==> src/rtl/ufc_pkg.sv <==
package ufc_pkg;

    typedef struct packed {
        logic tdre;
        logic tc;
        logic rdrf;
        logic idle;
        logic ovr;
        logic nf;
        logic fe;
    } flags_t;

    localparam flags_t FLAGS_RST = 7'b1100000;

    typedef struct packed {
        logic stat_rd;
        logic stat_wr;
        logic data_rd;
        logic data_wr;
    } acc_t;

    typedef struct packed {
        logic rdrf;
        logic idle;
        logic ovr;
        logic nf;
        logic fe;
    } rxf_t;

    function automatic logic [7:0] status_byte(flags_t f);
        return {f, 1'b0};
    endfunction

endpackage

==> src/rtl/ufc_decode.sv <==
module ufc_decode
    import ufc_pkg::*;
#(
    parameter int ADDR_W = 4,
    parameter logic [ADDR_W-1:0] STAT_ADDR = 4'hD,
    parameter logic [ADDR_W-1:0] DATA_ADDR = 4'hF
) (
    input  logic [ADDR_W-1:0] addr,
    input  logic              rd,
    input  logic              wr,
    output acc_t              acc
);
    logic hit_stat, hit_data;

    always_comb begin
        hit_stat     = (addr == STAT_ADDR);
        hit_data     = (addr == DATA_ADDR);
        acc.stat_rd  = rd && hit_stat;
        acc.stat_wr  = wr && hit_stat;
        acc.data_rd  = rd && hit_data;
        acc.data_wr  = wr && hit_data;
    end
endmodule

==> src/rtl/ufc_tx_flags.sv <==
module ufc_tx_flags (
    input  logic clk,
    input  logic rst,
    input  logic ev_load,
    input  logic busy,
    input  logic stat_rd,
    input  logic data_wr,
    output logic tdre,
    output logic tc
);
    logic arm_tdre, arm_tc;
    logic tdre_nxt, tc_nxt;

    always_comb begin
        tdre_nxt = tdre;
        if (ev_load)
            tdre_nxt = 1'b1;
        else if (data_wr && arm_tdre)
            tdre_nxt = 1'b0;

        tc_nxt = tc;
        if (tdre_nxt && !busy)
            tc_nxt = 1'b1;
        else if (data_wr && arm_tc)
            tc_nxt = 1'b0;
    end

    always_ff @(posedge clk) begin
        if (rst) begin
            tdre     <= 1'b1;
            tc       <= 1'b1;
            arm_tdre <= 1'b0;
            arm_tc   <= 1'b0;
        end else begin
            tdre <= tdre_nxt;
            tc   <= tc_nxt;
            if (stat_rd) begin
                arm_tdre <= tdre;
                arm_tc   <= tc;
            end else if (data_wr) begin
                arm_tdre <= 1'b0;
                arm_tc   <= 1'b0;
            end
        end
    end
endmodule

==> src/rtl/ufc_rx_flags.sv <==
module ufc_rx_flags
    import ufc_pkg::*;
(
    input  logic clk,
    input  logic rst,
    input  logic ev_done,
    input  logic ev_idle,
    input  logic ev_noise,
    input  logic ev_ferr,
    input  logic stat_rd,
    input  logic data_rd,
    output rxf_t rxf,
    output logic load
);
    rxf_t arm, set_v, clr_v;

    always_comb begin
        load       = ev_done && !rxf.rdrf;
        set_v.rdrf = load;
        set_v.ovr  = ev_done && rxf.rdrf;
        set_v.idle = ev_idle;
        set_v.nf   = ev_noise;
        set_v.fe   = ev_ferr;
        clr_v      = data_rd ? arm : '0;
    end

    always_ff @(posedge clk) begin
        if (rst) begin
            rxf <= '0;
            arm <= '0;
        end else begin
            rxf <= set_v | (rxf & ~clr_v);
            if (stat_rd)
                arm <= rxf;
            else if (data_rd)
                arm <= '0;
        end
    end
endmodule

==> src/rtl/ufc_irq.sv <==
module ufc_irq
    import ufc_pkg::*;
(
    input  flags_t flags,
    input  logic   ie_tx,
    input  logic   ie_tc,
    input  logic   ie_rx,
    input  logic   ie_idle,
    output logic   irq_tx,
    output logic   irq_tc,
    output logic   irq_rx,
    output logic   irq_idle
);
    always_comb begin
        irq_tx   = ie_tx && flags.tdre;
        irq_tc   = ie_tc && flags.tc;
        irq_rx   = ie_rx && (flags.rdrf || flags.ovr);
        irq_idle = ie_idle && flags.idle;
    end
endmodule

==> src/rtl/uart_flag_ctrl.sv <==
module uart_flag_ctrl
    import ufc_pkg::*;
#(
    parameter int ADDR_W = 4,
    parameter logic [ADDR_W-1:0] STAT_ADDR = 4'hD,
    parameter logic [ADDR_W-1:0] DATA_ADDR = 4'hF
) (
    input  logic              clk,
    input  logic              rst,
    input  logic [ADDR_W-1:0] bus_addr,
    input  logic              bus_rd,
    input  logic              bus_wr,
    output logic [7:0]        bus_rdata,
    input  logic              ev_tx_load,
    input  logic              tx_busy,
    input  logic              ev_rx_done,
    input  logic              ev_rx_idle,
    input  logic              ev_rx_noise,
    input  logic              ev_rx_ferr,
    input  logic              ie_tx,
    input  logic              ie_tc,
    input  logic              ie_rx,
    input  logic              ie_idle,
    output logic              rx_load,
    output logic              irq_tx,
    output logic              irq_tc,
    output logic              irq_rx,
    output logic              irq_idle
);
    acc_t   acc;
    rxf_t   rxf;
    flags_t flags;
    logic   tdre, tc;

    ufc_decode #(
        .ADDR_W(ADDR_W), .STAT_ADDR(STAT_ADDR), .DATA_ADDR(DATA_ADDR)
    ) u_dec (
        .addr(bus_addr), .rd(bus_rd), .wr(bus_wr), .acc(acc)
    );

    ufc_tx_flags u_tx (
        .clk(clk), .rst(rst), .ev_load(ev_tx_load), .busy(tx_busy),
        .stat_rd(acc.stat_rd), .data_wr(acc.data_wr),
        .tdre(tdre), .tc(tc)
    );

    ufc_rx_flags u_rx (
        .clk(clk), .rst(rst), .ev_done(ev_rx_done), .ev_idle(ev_rx_idle),
        .ev_noise(ev_rx_noise), .ev_ferr(ev_rx_ferr),
        .stat_rd(acc.stat_rd), .data_rd(acc.data_rd),
        .rxf(rxf), .load(rx_load)
    );

    always_comb begin
        flags.tdre = tdre;
        flags.tc   = tc;
        flags.rdrf = rxf.rdrf;
        flags.idle = rxf.idle;
        flags.ovr  = rxf.ovr;
        flags.nf   = rxf.nf;
        flags.fe   = rxf.fe;
        bus_rdata  = acc.stat_rd ? status_byte(flags) : 8'h00;
    end

    // Status-address writes are decoded but deliberately have no effect.
    logic unused_ok;
    assign unused_ok = acc.stat_wr;

    ufc_irq u_irq (
        .flags(flags), .ie_tx(ie_tx), .ie_tc(ie_tc), .ie_rx(ie_rx),
        .ie_idle(ie_idle), .irq_tx(irq_tx), .irq_tc(irq_tc),
        .irq_rx(irq_rx), .irq_idle(irq_idle)
    );
endmodule

==> config.mk <==
export PLATFORM = sky130hd
export DESIGN_NAME = uart_flag_ctrl
export DESIGN_NICKNAME = d
export VERILOG_FILES = /design/src/rtl/ufc_pkg.sv /design/src/rtl/ufc_decode.sv /design/src/rtl/ufc_tx_flags.sv /design/src/rtl/ufc_rx_flags.sv /design/src/rtl/ufc_irq.sv /design/src/rtl/uart_flag_ctrl.sv
export SDC_FILE = /design/constraint.sdc
export NUM_CORES = 1
export LEC_CHECK = 0
export ABC_AREA = 0
export BUFFER_PORTS_ARGS = -buffer_cell sky130_fd_sc_hd__buf_2
export CAP_MARGIN = 20
export CORE_MARGIN = 4
export CORE_UTILIZATION = 47
export CTS_BUF_LIST = sky130_fd_sc_hd__clkbuf_2 sky130_fd_sc_hd__clkbuf_4 sky130_fd_sc_hd__clkbuf_8
export CTS_CLUSTER_DIAMETER = 120
export CTS_CLUSTER_SIZE = 14
export DETAILED_ROUTE_END_ITERATION = 8
export HOLD_SLACK_MARGIN = 0.08
export PLACE_DENSITY = 0.85
export SYNTH_ARGS = -nofsm -noshare
export SYNTH_HDL_FRONTEND = slang
export SYNTH_HIERARCHICAL = 1
export SYNTH_SLANG_ARGS = --single-unit
==> constraint.sdc <==
create_clock -name clk -period 1.5 [get_ports clk]
set_clock_uncertainty 0.1 [all_clocks]
set_input_delay 0.225 -clock clk [delete_from_list [all_inputs] [get_ports clk]]
set_output_delay 0.225 -clock clk [all_outputs]
set_load 0.01 [all_outputs]
# [After elaboration in Yosys (flattened, before gate mapping)]
# Index checks and enable logic that the tools add are counted.
# Widths: inputs -> output; s select.
[classes] eq_ne=2 muxes=9 n_bitwise=3 n_reduce_logical=18
[op_table] operator="$mux 5" count=3
[op_table] operator="$logic_and 1x1->1" count=12
[op_table] operator="$eq 4x4->1 const B" count=2
[op_table] operator="$mux 8" count=1
[op_table] operator="$and 5x5->5" count=1
[op_table] operator="$mux 1" count=5
[op_table] operator="$not 5->5" count=1
[op_table] operator="$or 5x5->5" count=1
[op_table] operator="$reduce_bool 2->1" count=2
[op_table] operator="$logic_not 1->1" count=2
[op_table] operator="$reduce_or 2->1" count=1
[op_table] operator="$logic_or 1x1->1" count=1
[word_totals] reg_bits=14 out_inout_bits=13 word_cells=46

# [Depth between registers and ports, before layout]
[depth] word_depth=7 ltp_mapped=5

# [Modules after synthesis]
# The synthesis kept the hierarchy.
[modules_own_cells] module="ufc_rx_flags" n_inst=1 cells_per_inst=43 area_each_um2=394.1 seq_area_each_um2=200.2
[modules_own_cells] module="ufc_tx_flags" n_inst=1 cells_per_inst=16 area_each_um2=158.9 seq_area_each_um2=80.1
[modules_own_cells] module="uart_flag_ctrl" n_inst=1 cells_per_inst=9 area_each_um2=55.1 seq_area_each_um2=0.0
[modules_own_cells] module="ufc_decode" n_inst=1 cells_per_inst=8 area_each_um2=42.5 seq_area_each_um2=0.0
[modules_own_cells] module="ufc_irq" n_inst=1 cells_per_inst=4 area_each_um2=26.3 seq_area_each_um2=0.0

# [Worst setup path after synthesis]
# OpenSTA, ideal clock, no wires.
[synth_timing] path_kind="in2out" startpoint="in bus_addr[1]" endpoint="out bus_rdata[1]" arrival_time_ns=0.917 required_ns=1.175 setup_slack_ns=0.258 path_stages=3 path_buffers=0 path_cell_list="nand2b_4 -> nor2_1 -> and2_1"
[synth_rtl] item="start, declared" line="uart_flag_ctrl.sv:10" rtl="input logic [ADDR_W-1:0] bus_addr,"
[synth_rtl] item="end, declared" line="uart_flag_ctrl.sv:13" rtl="output logic [7:0] bus_rdata,"

==> impl_metrics.ini <==
[clock_tree]
cts-htree-levels = 1
cts_resized = 0
cts_tree = done
clock-sinks = 14
clock_path_buffers = 2
root_buffer = clkbuf_4
clk_pin_slew_ps = 80
numCtsBuffers = 3
clk_latency_ps = 270

[drt]
drt_iter0_drc = 21
viasPerCell = 5.26
drc = 0
antenna_left = 0
wl_um = 1520
vias = 657
wl_per_cell_um = 12.2
first_pass_iters = 4

[floorplan]
dieArea_um2 = 2100
die_w_um = 45.8
core-area_um2 = 1320
io_pins = 31
die_y_um = 45.8
num_rows = 13
initial_core_util_pct = 51.1

[worst_setup_path]
cp-start-kind = primary input
critPathKind = in -> out
worstPathArrival_ps = 1030
cp.buffers_inverters = 3
critPathMaxStageDelay_ps = 210
crit_fanout = 21
crit_chain = buf_2 > nand2b_4 > nor2_1 > buf_4 > and2_1 > buf_2
cpMostUsedCell = buf_2
cp_data_required_time_ps = 1170
crit_family = buffers and inverters
worstSetupEndpointType = output pin
crit_path_top_delay_cell = buf_4

[placement]
gp_congestion = 0.708
placed_cells = 120
io_buffers = 29
placed_area_um2 = 817
dpl.hpwl_um = 1140
preCtsSetupSlack_ps = 65.3

[final_layout]
layout.nets = 129
area_delta_synth_final_pct = 28.3
multi_input_area_um2 = 354
drive_gt1_share_pct = 31.8
fin_cells = 125
n_antenna_cell = 0
nFillCells = 117
register_area_um2 = 280
final_area_um2 = 863

[sta]
fin_hold_ws_ps = 111
final.setup.worst_slack_ps = 140
slew_viol_final = 0
report.final.setup_viol = 0
finalCritPeriodShare_pct = 90.7
fmax_mhz = 735
fin_crit_ps = 1360
fin_tns_setup_ps = 0
rsz0062_at_grt = no
worst-slew-pin-transition_ps = 678
relSlewSlack_pct = 54.6
hold_viol = 0

[pwr]
power_frac_clock_pct = 35.7
max-vdd-ir-drop_mv = 0.686
seqPwrFrac_pct = 52.9
netSwitchingPower_uw = 169
p_sw_share_pct = 22.7
power_density_nw_per_um2 = 862
combPwrFrac_pct = 11.3
p_leak_uw = 0.000391
intPower_uw = 575

[global_route]
grt_antenna_before_repair = 0
grtUsageTotal_pct = 16.1
grt_max_degree = 22
grt_pass1_wl_um = 2440
grt.overflow.total = 0
grt_pass1_vias = 611

[logic_synthesis]
avgSynthCellArea_um2 = 8.52
synth_area_um2 = 673
synth_nets = 97
yosysWarnings = 6
syn-instance-count = 79

[hold_path]
hold_class = in -> reg

[flow_run]
maxCapViolations = 0

[outcome]
status = finished, final reports clean
-- worst reg2reg max path, stage by stage (launching register included) --
cell,delay [ps]
dfxtp_1,350
o21ba_1,180
a221o_1,330
-- worst paths after layout --
path | start | to | cells past startpoint | slack (ps)
hold reg to reg | u_rx/arm[1] | u_rx/rxf[1] | 1 | 340
setup / recovery | bus_addr[1] | bus_rdata[7] | 6 | 140
hold / removal | ev_rx_noise | u_rx/rxf[1] | 3 | 110
setup reg to reg | u_tx/tdre | u_tx/tc | 2 | 430
-- sequential cells by signal, summed over array words and instances (netlist names) --
signal         flops
u_tx/tdre          1
u_tx/tc            1
u_tx/arm_tdre      1
u_tx/arm_tc        1
u_rx/rxf           5
u_rx/arm           5
-- repair_timing --
| item | 4_1_cts | 5_1_grt |
|---|---|---|
| setup buffers | 0 | 0 |
| hold endpoints to repair | 1 | 0 |
| hold buffers | 1 | 0 |
-- power by group through the flow --
stage / clock network [uW] / registers, uW / logic (uW)
floorplan: 0 / 399 / 44.8
global placement: 0 / 401 / 78.8
detailed placement: 0 / 402 / 82.9
CTS: 276 / 394 / 85.3
global route: 293 / 396 / 93.6
finish: 266 / 394 / 84.3
-- cells in the final DEF, fill, tap and decap left out --
master,n
buf_2,29
dfxtp_1,14
nand2_1,11
and2_1,10
a21oi_1,8
nor2_1,7
or3b_1,7
a311oi_1,4
clkbuf_4,3
inv_1,3
nand3_1,2
conb_1,1
clkbuf_8,1
dlygate4sd3_1,1
buf_4,1
nand2b_4,1
o21a_1,1
nor2b_1,1
a21bo_1,1
a211o_1,1
nand3b_1,1
o21ba_1,1
a221o_1,1
-- final cells by class --
class | count | area share (%)
well taps | 15 | 2.17
clock buffers | 4 | 4.20
multi-input cells | 58 | 41.0
inverters | 3 | 1.30
repair buffers | 31 | 18.8
flip-flops and latches | 14 | 32.5
-- layer usage --
layer / GRT usage [%] / up-vias / routed length [um]
li1: - / 332 / -
met1: 18.7 / 302 / 600
met2: 26.9 / 21 / 771
met3: 3.95 / 2 / 137
met4: 8.52 / 0 / 10
met5: 0 / - / 0
-- stage by stage --
step / total power [uW] / util [%]
floorplan: 444 / -
global placement: 480 / 62.0
detailed placement: 485 / 62.0
CTS: 755 / 65.5
global route: 782 / 65.5
finish: 744 / 65.5
Power figures use the tool's default switching activity.
